--- src/rtl/phy_pwr_pkg.sv ---
package phy_pwr_pkg;

  typedef enum logic [3:0] {
    ST_IDLE, ST_ISO, ST_IDDQ, ST_CFG, ST_CORE, ST_BG, ST_LDO, ST_PGOOD,
    ST_PLL, ST_UNISO, ST_UNIDDQ, ST_POLL, ST_TOGGLE, ST_FINISH
  } seq_state_e;

  typedef struct packed {
    logic iso;
    logic iddq;
    logic bg_pdb;
    logic pll_pdb;
    logic ldo_pdb;
    logic core_rdy;
    logic pwr_on;
    logic pwr_ok;
    logic pll_rstb;
    logic phy_rstb;
  } pin_set_t;

  localparam pin_set_t PINS_SAFE = '0;

  function automatic logic is_wait_step(seq_state_e s);
    return (s >= ST_ISO) && (s <= ST_UNIDDQ);
  endfunction

endpackage

--- src/rtl/phy_pwr_wait.sv ---
module phy_pwr_wait #(
  parameter int unsigned CNT_W = 8
) (
  input  logic             clk_i,
  input  logic             rst_ni,
  input  logic             load_i,
  input  logic [CNT_W-1:0] load_val_i,
  input  logic             tick_i,
  output logic             expire_o
);

  logic [CNT_W-1:0] cnt_q;

  assign expire_o = tick_i && (cnt_q == CNT_W'(1));

  always_ff @(posedge clk_i or negedge rst_ni) begin
    if (!rst_ni)                      cnt_q <= '0;
    else if (load_i)                  cnt_q <= load_val_i;
    else if (tick_i && cnt_q != '0)   cnt_q <= cnt_q - CNT_W'(1);
  end

endmodule

--- src/rtl/phy_pwr_lock_poll.sv ---
module phy_pwr_lock_poll #(
  parameter int unsigned TRIES = 8
) (
  input  logic clk_i,
  input  logic rst_ni,
  input  logic clear_i,
  input  logic sample_i,
  output logic exhausted_o
);

  localparam int unsigned CW = $clog2(TRIES + 1);

  logic [CW-1:0] cnt_q;

  assign exhausted_o = sample_i && (cnt_q == CW'(TRIES - 1));

  always_ff @(posedge clk_i or negedge rst_ni) begin
    if (!rst_ni)        cnt_q <= '0;
    else if (clear_i)   cnt_q <= '0;
    else if (sample_i)  cnt_q <= cnt_q + CW'(1);
  end

endmodule

--- src/rtl/phy_pwr_seq.sv ---
module phy_pwr_seq
  import phy_pwr_pkg::*;
#(
  parameter int unsigned MODE_W     = 3,
  parameter logic [MODE_W-1:0] MODE_PARK = 3'd4,
  parameter int unsigned WAIT_W     = 8,
  parameter int unsigned LOCK_TRIES = 8,
  parameter int unsigned ISO_US     = 10,
  parameter int unsigned IDDQ_US    = 10,
  parameter int unsigned CFG_US     = 160,
  parameter int unsigned CORE_US    = 50,
  parameter int unsigned BG_US      = 200,
  parameter int unsigned LDO_US     = 10,
  parameter int unsigned PGOOD_US   = 10,
  parameter int unsigned PLL_US     = 10,
  parameter int unsigned UNISO_US   = 10,
  parameter int unsigned UNIDDQ_US  = 1
) (
  input  logic              clk_i,
  input  logic              rst_ni,
  input  logic              start_i,
  input  logic              tick_i,
  input  logic [MODE_W-1:0] mode_i,
  input  logic              lock_i,
  output logic              iso_o,
  output logic              iddq_o,
  output logic              bg_pdb_o,
  output logic              pll_pdb_o,
  output logic              ldo_pdb_o,
  output logic              core_rdy_o,
  output logic              pwr_on_o,
  output logic              pwr_ok_o,
  output logic [MODE_W-1:0] mode_o,
  output logic              pll_rstb_o,
  output logic              phy_rstb_o,
  output logic              done_o,
  output logic              err_o
);

  seq_state_e        state_q, state_d;
  pin_set_t          pins_q;
  logic [MODE_W-1:0] mode_q;
  logic              err_q, retried_q, fail;
  logic              entering, expire, exhausted;
  logic [WAIT_W-1:0] wait_val;

  function automatic logic [WAIT_W-1:0] wait_of(seq_state_e s);
    case (s)
      ST_ISO:    return WAIT_W'(ISO_US);
      ST_IDDQ:   return WAIT_W'(IDDQ_US);
      ST_CFG:    return WAIT_W'(CFG_US);
      ST_CORE:   return WAIT_W'(CORE_US);
      ST_BG:     return WAIT_W'(BG_US);
      ST_LDO:    return WAIT_W'(LDO_US);
      ST_PGOOD:  return WAIT_W'(PGOOD_US);
      ST_PLL:    return WAIT_W'(PLL_US);
      ST_UNISO:  return WAIT_W'(UNISO_US);
      ST_UNIDDQ: return WAIT_W'(UNIDDQ_US);
      default:   return '0;
    endcase
  endfunction

  function automatic seq_state_e step_after(seq_state_e s);
    case (s)
      ST_ISO:    return ST_IDDQ;
      ST_IDDQ:   return ST_CFG;
      ST_CFG:    return ST_CORE;
      ST_CORE:   return ST_BG;
      ST_BG:     return ST_LDO;
      ST_LDO:    return ST_PGOOD;
      ST_PGOOD:  return ST_PLL;
      ST_PLL:    return ST_UNISO;
      ST_UNISO:  return ST_UNIDDQ;
      default:   return ST_POLL;
    endcase
  endfunction

  assign entering = (state_d != state_q);
  assign wait_val = wait_of(state_d);

  phy_pwr_wait #(.CNT_W(WAIT_W)) u_wait (
    .clk_i      (clk_i),
    .rst_ni     (rst_ni),
    .load_i     (entering && is_wait_step(state_d)),
    .load_val_i (wait_val),
    .tick_i     (tick_i),
    .expire_o   (expire)
  );

  phy_pwr_lock_poll #(.TRIES(LOCK_TRIES)) u_poll (
    .clk_i       (clk_i),
    .rst_ni      (rst_ni),
    .clear_i     (entering && state_d == ST_POLL),
    .sample_i    (state_q == ST_POLL && tick_i),
    .exhausted_o (exhausted)
  );

  always_comb begin
    state_d = state_q;
    fail    = 1'b0;
    case (state_q)
      ST_IDLE:   if (start_i) state_d = ST_ISO;
      ST_POLL: begin
        if (tick_i && lock_i) state_d = ST_FINISH;
        else if (exhausted) begin
          if (retried_q) begin
            state_d = ST_FINISH;
            fail    = 1'b1;
          end else begin
            state_d = ST_TOGGLE;
          end
        end
      end
      ST_TOGGLE: state_d = ST_POLL;
      ST_FINISH: state_d = ST_IDLE;
      default:   if (expire) state_d = step_after(state_q);
    endcase
  end

  // Pin changes are entry actions of the state being entered.
  always_ff @(posedge clk_i or negedge rst_ni) begin
    if (!rst_ni) begin
      state_q   <= ST_IDLE;
      pins_q    <= PINS_SAFE;
      mode_q    <= '0;
      err_q     <= 1'b0;
      retried_q <= 1'b0;
    end else begin
      state_q <= state_d;
      if (entering) begin
        case (state_d)
          ST_ISO: begin
            pins_q.iso      <= 1'b1;
            pins_q.pll_rstb <= 1'b0;
            pins_q.phy_rstb <= 1'b0;
            pins_q.pwr_on   <= 1'b0;
            pins_q.pwr_ok   <= 1'b0;
            err_q           <= 1'b0;
            retried_q       <= 1'b0;
          end
          ST_IDDQ: pins_q.iddq <= 1'b1;
          ST_CFG: begin
            pins_q.bg_pdb   <= 1'b0;
            pins_q.pll_pdb  <= 1'b0;
            pins_q.ldo_pdb  <= 1'b0;
            pins_q.core_rdy <= 1'b0;
            mode_q          <= mode_i;
          end
          ST_CORE:  pins_q.core_rdy <= 1'b1;
          ST_BG:    pins_q.bg_pdb   <= 1'b1;
          ST_LDO: begin
            pins_q.pwr_on  <= 1'b1;
            pins_q.ldo_pdb <= 1'b1;
          end
          ST_PGOOD:  pins_q.pwr_ok  <= 1'b1;
          ST_PLL:    pins_q.pll_pdb <= 1'b1;
          ST_UNISO:  pins_q.iso     <= 1'b0;
          ST_UNIDDQ: pins_q.iddq    <= 1'b0;
          ST_POLL: begin
            pins_q.pll_rstb <= 1'b1;
            pins_q.phy_rstb <= 1'b1;
          end
          ST_TOGGLE: begin
            pins_q.pll_rstb <= 1'b0;
            retried_q       <= 1'b1;
          end
          ST_FINISH: begin
            mode_q <= MODE_PARK;
            if (fail) err_q <= 1'b1;
          end
          default: ;
        endcase
      end
    end
  end

  assign iso_o      = pins_q.iso;
  assign iddq_o     = pins_q.iddq;
  assign bg_pdb_o   = pins_q.bg_pdb;
  assign pll_pdb_o  = pins_q.pll_pdb;
  assign ldo_pdb_o  = pins_q.ldo_pdb;
  assign core_rdy_o = pins_q.core_rdy;
  assign pwr_on_o   = pins_q.pwr_on;
  assign pwr_ok_o   = pins_q.pwr_ok;
  assign pll_rstb_o = pins_q.pll_rstb;
  assign phy_rstb_o = pins_q.phy_rstb;
  assign mode_o     = mode_q;
  assign done_o     = (state_q == ST_FINISH);
  assign err_o      = err_q;

endmodule

--- config.mk ---
export PLATFORM = sky130hd
export DESIGN_NAME = phy_pwr_seq
export DESIGN_NICKNAME = d
export VERILOG_FILES = /design/src/rtl/phy_pwr_pkg.sv /design/src/rtl/phy_pwr_wait.sv /design/src/rtl/phy_pwr_lock_poll.sv /design/src/rtl/phy_pwr_seq.sv
export SDC_FILE = /design/constraint.sdc
export NUM_CORES = 1
export LEC_CHECK = 0
export ABC_AREA = 1
export BUFFER_PORTS_ARGS = -buffer_cell sky130_fd_sc_hd__buf_2
export CORE_UTILIZATION = 25
export DETAILED_ROUTE_END_ITERATION = 8
export GPL_TIMING_DRIVEN = 0
export PLACE_DENSITY_LB_ADDON = 0.25
export SLEW_MARGIN = 20
export SYNTH_ARGS = -nofsm -noshare
export SYNTH_HDL_FRONTEND = slang
export SYNTH_SLANG_ARGS = --single-unit
--- constraint.sdc ---
create_clock -name clk_i -period 6.46 [get_ports clk_i]
set_input_delay 1.615 -clock clk_i [delete_from_list [all_inputs] [get_ports clk_i]]
set_output_delay 1.615 -clock clk_i [all_outputs]
set_load 0.01 [all_outputs]
==> results.yml <==
clock_tree:
  postCtsHoldBufs: 0
  clk_latency_ns: 0.28
  cts-root-buf: "clkbuf_8"
  cts_resized: 0
  htree_levels: 2
  post-cts-setup-buffers: 0
  cts_tree: "done"
  cts.sinks: 31
  clk_path_buf_depth: 2
  clk_pin_slew_ns: 0.07
  cts_buffers: 5
place:
  dpl.hpwl_microns: 3700
  portBuffers: 22
  placedCellCount: 408
  gp_congestion: 0.794
worst_setup_path:
  r2r_cells: 18
  cp_slowest_stage_delay_ns: 0.23
  startpoint_type: "input port"
  cp_max_fo: 10
  crit_path_end_kind: "flop"
  path_cells: "buf_2, nand2_1, inv_1, nand2_2, nor2_4, o211ai_1, o211ai_1, nand2_1, inv_1, ha_1, nor2_1, nand2_1, nand2_2, nor2_4, nand2_4, buf_6, o21ai_1, inv_1"
  cp_data_required_time_ns: 6.64
  criticalPathCategory: "input port to flop"
  slowest_stage: "ha_1"
  crit_arrival_ns: 3.58
drt:
  routed_wl_microns: 4820
  ant_nets: 0
  vias: 1801
  avgViaCountPerCell: 4.33
  wire_per_inst_microns: 11.6
  drc: 0
  first_pass_iters: 4
  drtIter0Drc: 119
timing:
  finalHoldViolCount: 0
  relSlewSlack_pct: 53.0
  post-route-min-period_ns: 3.41
  finClkSkew_ns: 0.00573
  timing.setup.tns_ns: 0
  slew_violations: 0
  tightest_slew_ns: 0.706
  setup_violations: 0
  maxClockFrequency_mhz: 294
  rsz0062_at_grt: "false"
  final.period_utilization_pct: 52.7
finish:
  instances_no_fill: 416
  drive_gt1_share_pct: 20.3
  final_common_cell: "nand2_1"
  syn_to_final_growth_pct: 15.5
  utilization_pct: 29.8
  mostFrequentLayoutCells: "83 x nand2_1, 31 x nand3_1, 31 x dfrtp_1"
  num-nets-final: 330
  diodes: 0
yosys:
  ys_seq_area_share_pct: 36.3
  synthSimpleGateAreaFrac_pct: 37.3
  synth_top_family_by_area: "simple AND/OR/NAND/NOR gates"
  avgSynthCellArea_sq_um: 7.60
  syn_inst: 281
  synth-compound-area-share_pct: 6.92
  synth_nets: 301
  synthMuxAreaShare_pct: 0
  synth-seq-cells: 31
  synth_fa_ha_area_share_pct: 7.03
  synthDistinctLibCells: 28
  synth_xor_xnor_area_share_pct: 3.69
  synth_area_sq_um: 2130
  yosysWarnings: 0
power:
  power.switching_mw: 0.582
  switching_share_pct: 49.8
  intPower_mw: 0.587
  ir_worst_vdd_uv: 191
  seqPwrFrac_pct: 24.2
  leakage_nw: 1.31
  combPwrFrac_pct: 62.8
  clockPowerShare_pct: 13.0
  powerDensity_nw_per_um2: 474
floorplan:
  rows: 33
  core-area_sq_um: 8260
  initial_utilization_pct: 25.8
  fp.dieW_microns: 94.4
  die_h_microns: 94.4
  dieArea_sq_um: 8910
  io_pins: 23
job:
  maxCapViolations: 0
status:
  status: "complete, no violations"
grt:
  grt_usage_pct: 12.2
  grt_max_degree: 32
  grt_pass1_wl_microns: 8450
  grt_antenna_before_repair: 0
  grt_pass1_vias: 1786
  grt_overflow: 0
min_path:
  hold_class: "flop to flop"
  worstHoldPathCells: 2
per-layer routing:
| metal | track usage (%) | vias to the layer above | share of wire [%] |
|---|---|---|---|
| met5 | 0 | - | 0 |
| met4 | 3.08 | 0 | 1.2 |
| met3 | 2.25 | 5 | 2.5 |
| met2 | 19.7 | 18 | 45 |
| met1 | 16.6 | 824 | 51 |
| li1 | - | 954 | - |
worst max-delay path, delay by kind of cell:
family,cells,cell delay [ns]
AO/OA/AOI/OAI,3,0.34
adder cells (fa/ha/maj),1,0.23
buffers and inverters,5,0.53
AND/OR/NAND/NOR,9,0.85
through the flow:
step,instance area (sq um),hold slack (ns),power [mW],setup WS (ns)
finish,2460,0.468,1.17,3.05
CTS,2460,0.476,1.18,3.03
detailed placement,2380,0.457,1.03,2.74
global route,2460,0.503,1.29,2.78
global placement,2380,0.452,1.03,2.76
floorplan,2130,0.464,0.860,3.18
power groups by stage:
stage	logic [mW]	registers, mW	clock network [mW]
2_1_floorplan	0.571	0.289	0
3_3_place_gp	0.739	0.287	0
3_5_place_dp	0.739	0.287	0
4_1_cts	0.743	0.283	0.158
5_1_grt	0.836	0.291	0.166
6_report	0.734	0.283	0.152
cells by family after synthesis:
family,after synthesis
compound gates,25
simple gates,165
fa+ha+maj,12
buf+inv,39
flops,31
xor+xnor,9
cells in the mapped netlist (all sizes together):
cell | number | area, sq um
nand2 | 93 | 389
a21oi | 8 | 43.8
nand3 | 36 | 205
inv | 33 | 129
o21a | 1 | 7.51
o21bai | 1 | 7.51
clkinv | 1 | 3.75
nand4 | 4 | 40.0
o31a | 1 | 8.76
o21ai | 10 | 50.1
xnor2 | 2 | 17.5
ha | 12 | 150
dfrtp | 31 | 776
buf | 5 | 52.6
nor2 | 32 | 163
o211ai | 4 | 30.0
xor2 | 7 | 61.3
final timing paths:
| path | slack, ns | to | from |
|---|---|---|---|
| setup / recovery | 3.05 | u_wait.cnt_q[0] | tick_i |
| hold / removal | 0.47 | iso_o | iso_o |
| setup reg to reg | 3.57 | u_wait.cnt_q[0] | state_q[0] |
| hold reg to reg | 0.47 | iso_o | iso_o |
| max in group asynchronous | 4.63 | ldo_pdb_o | rst_ni |
| min in group asynchronous | 1.37 | u_wait.cnt_q[4] | rst_ni |
flip-flops by register name, summed over array words and instances, names as in the netlist:
name,flops
bg_pdb_o,1
core_rdy_o,1
err_o,1
iddq_o,1
iso_o,1
ldo_pdb_o,1
mode_o,3
phy_rstb_o,1
pll_pdb_o,1
pll_rstb_o,1
pwr_ok_o,1
pwr_on_o,1
retried_q,1
state_q,4
u_poll.cnt_q,4
u_wait.cnt_q,8
cell type report:
cell class                 instances  area, sq um
timing repair buffer              22          110
buffer                             5         52.6
tap                              105          131
sequential                        31          776
multi-input combinational        211         1170
clock buffer                       5         68.8
clock inverter                     3         20.0
fill                             909         5790
inverter                          34          133
(Power assumes the default switching activity.)
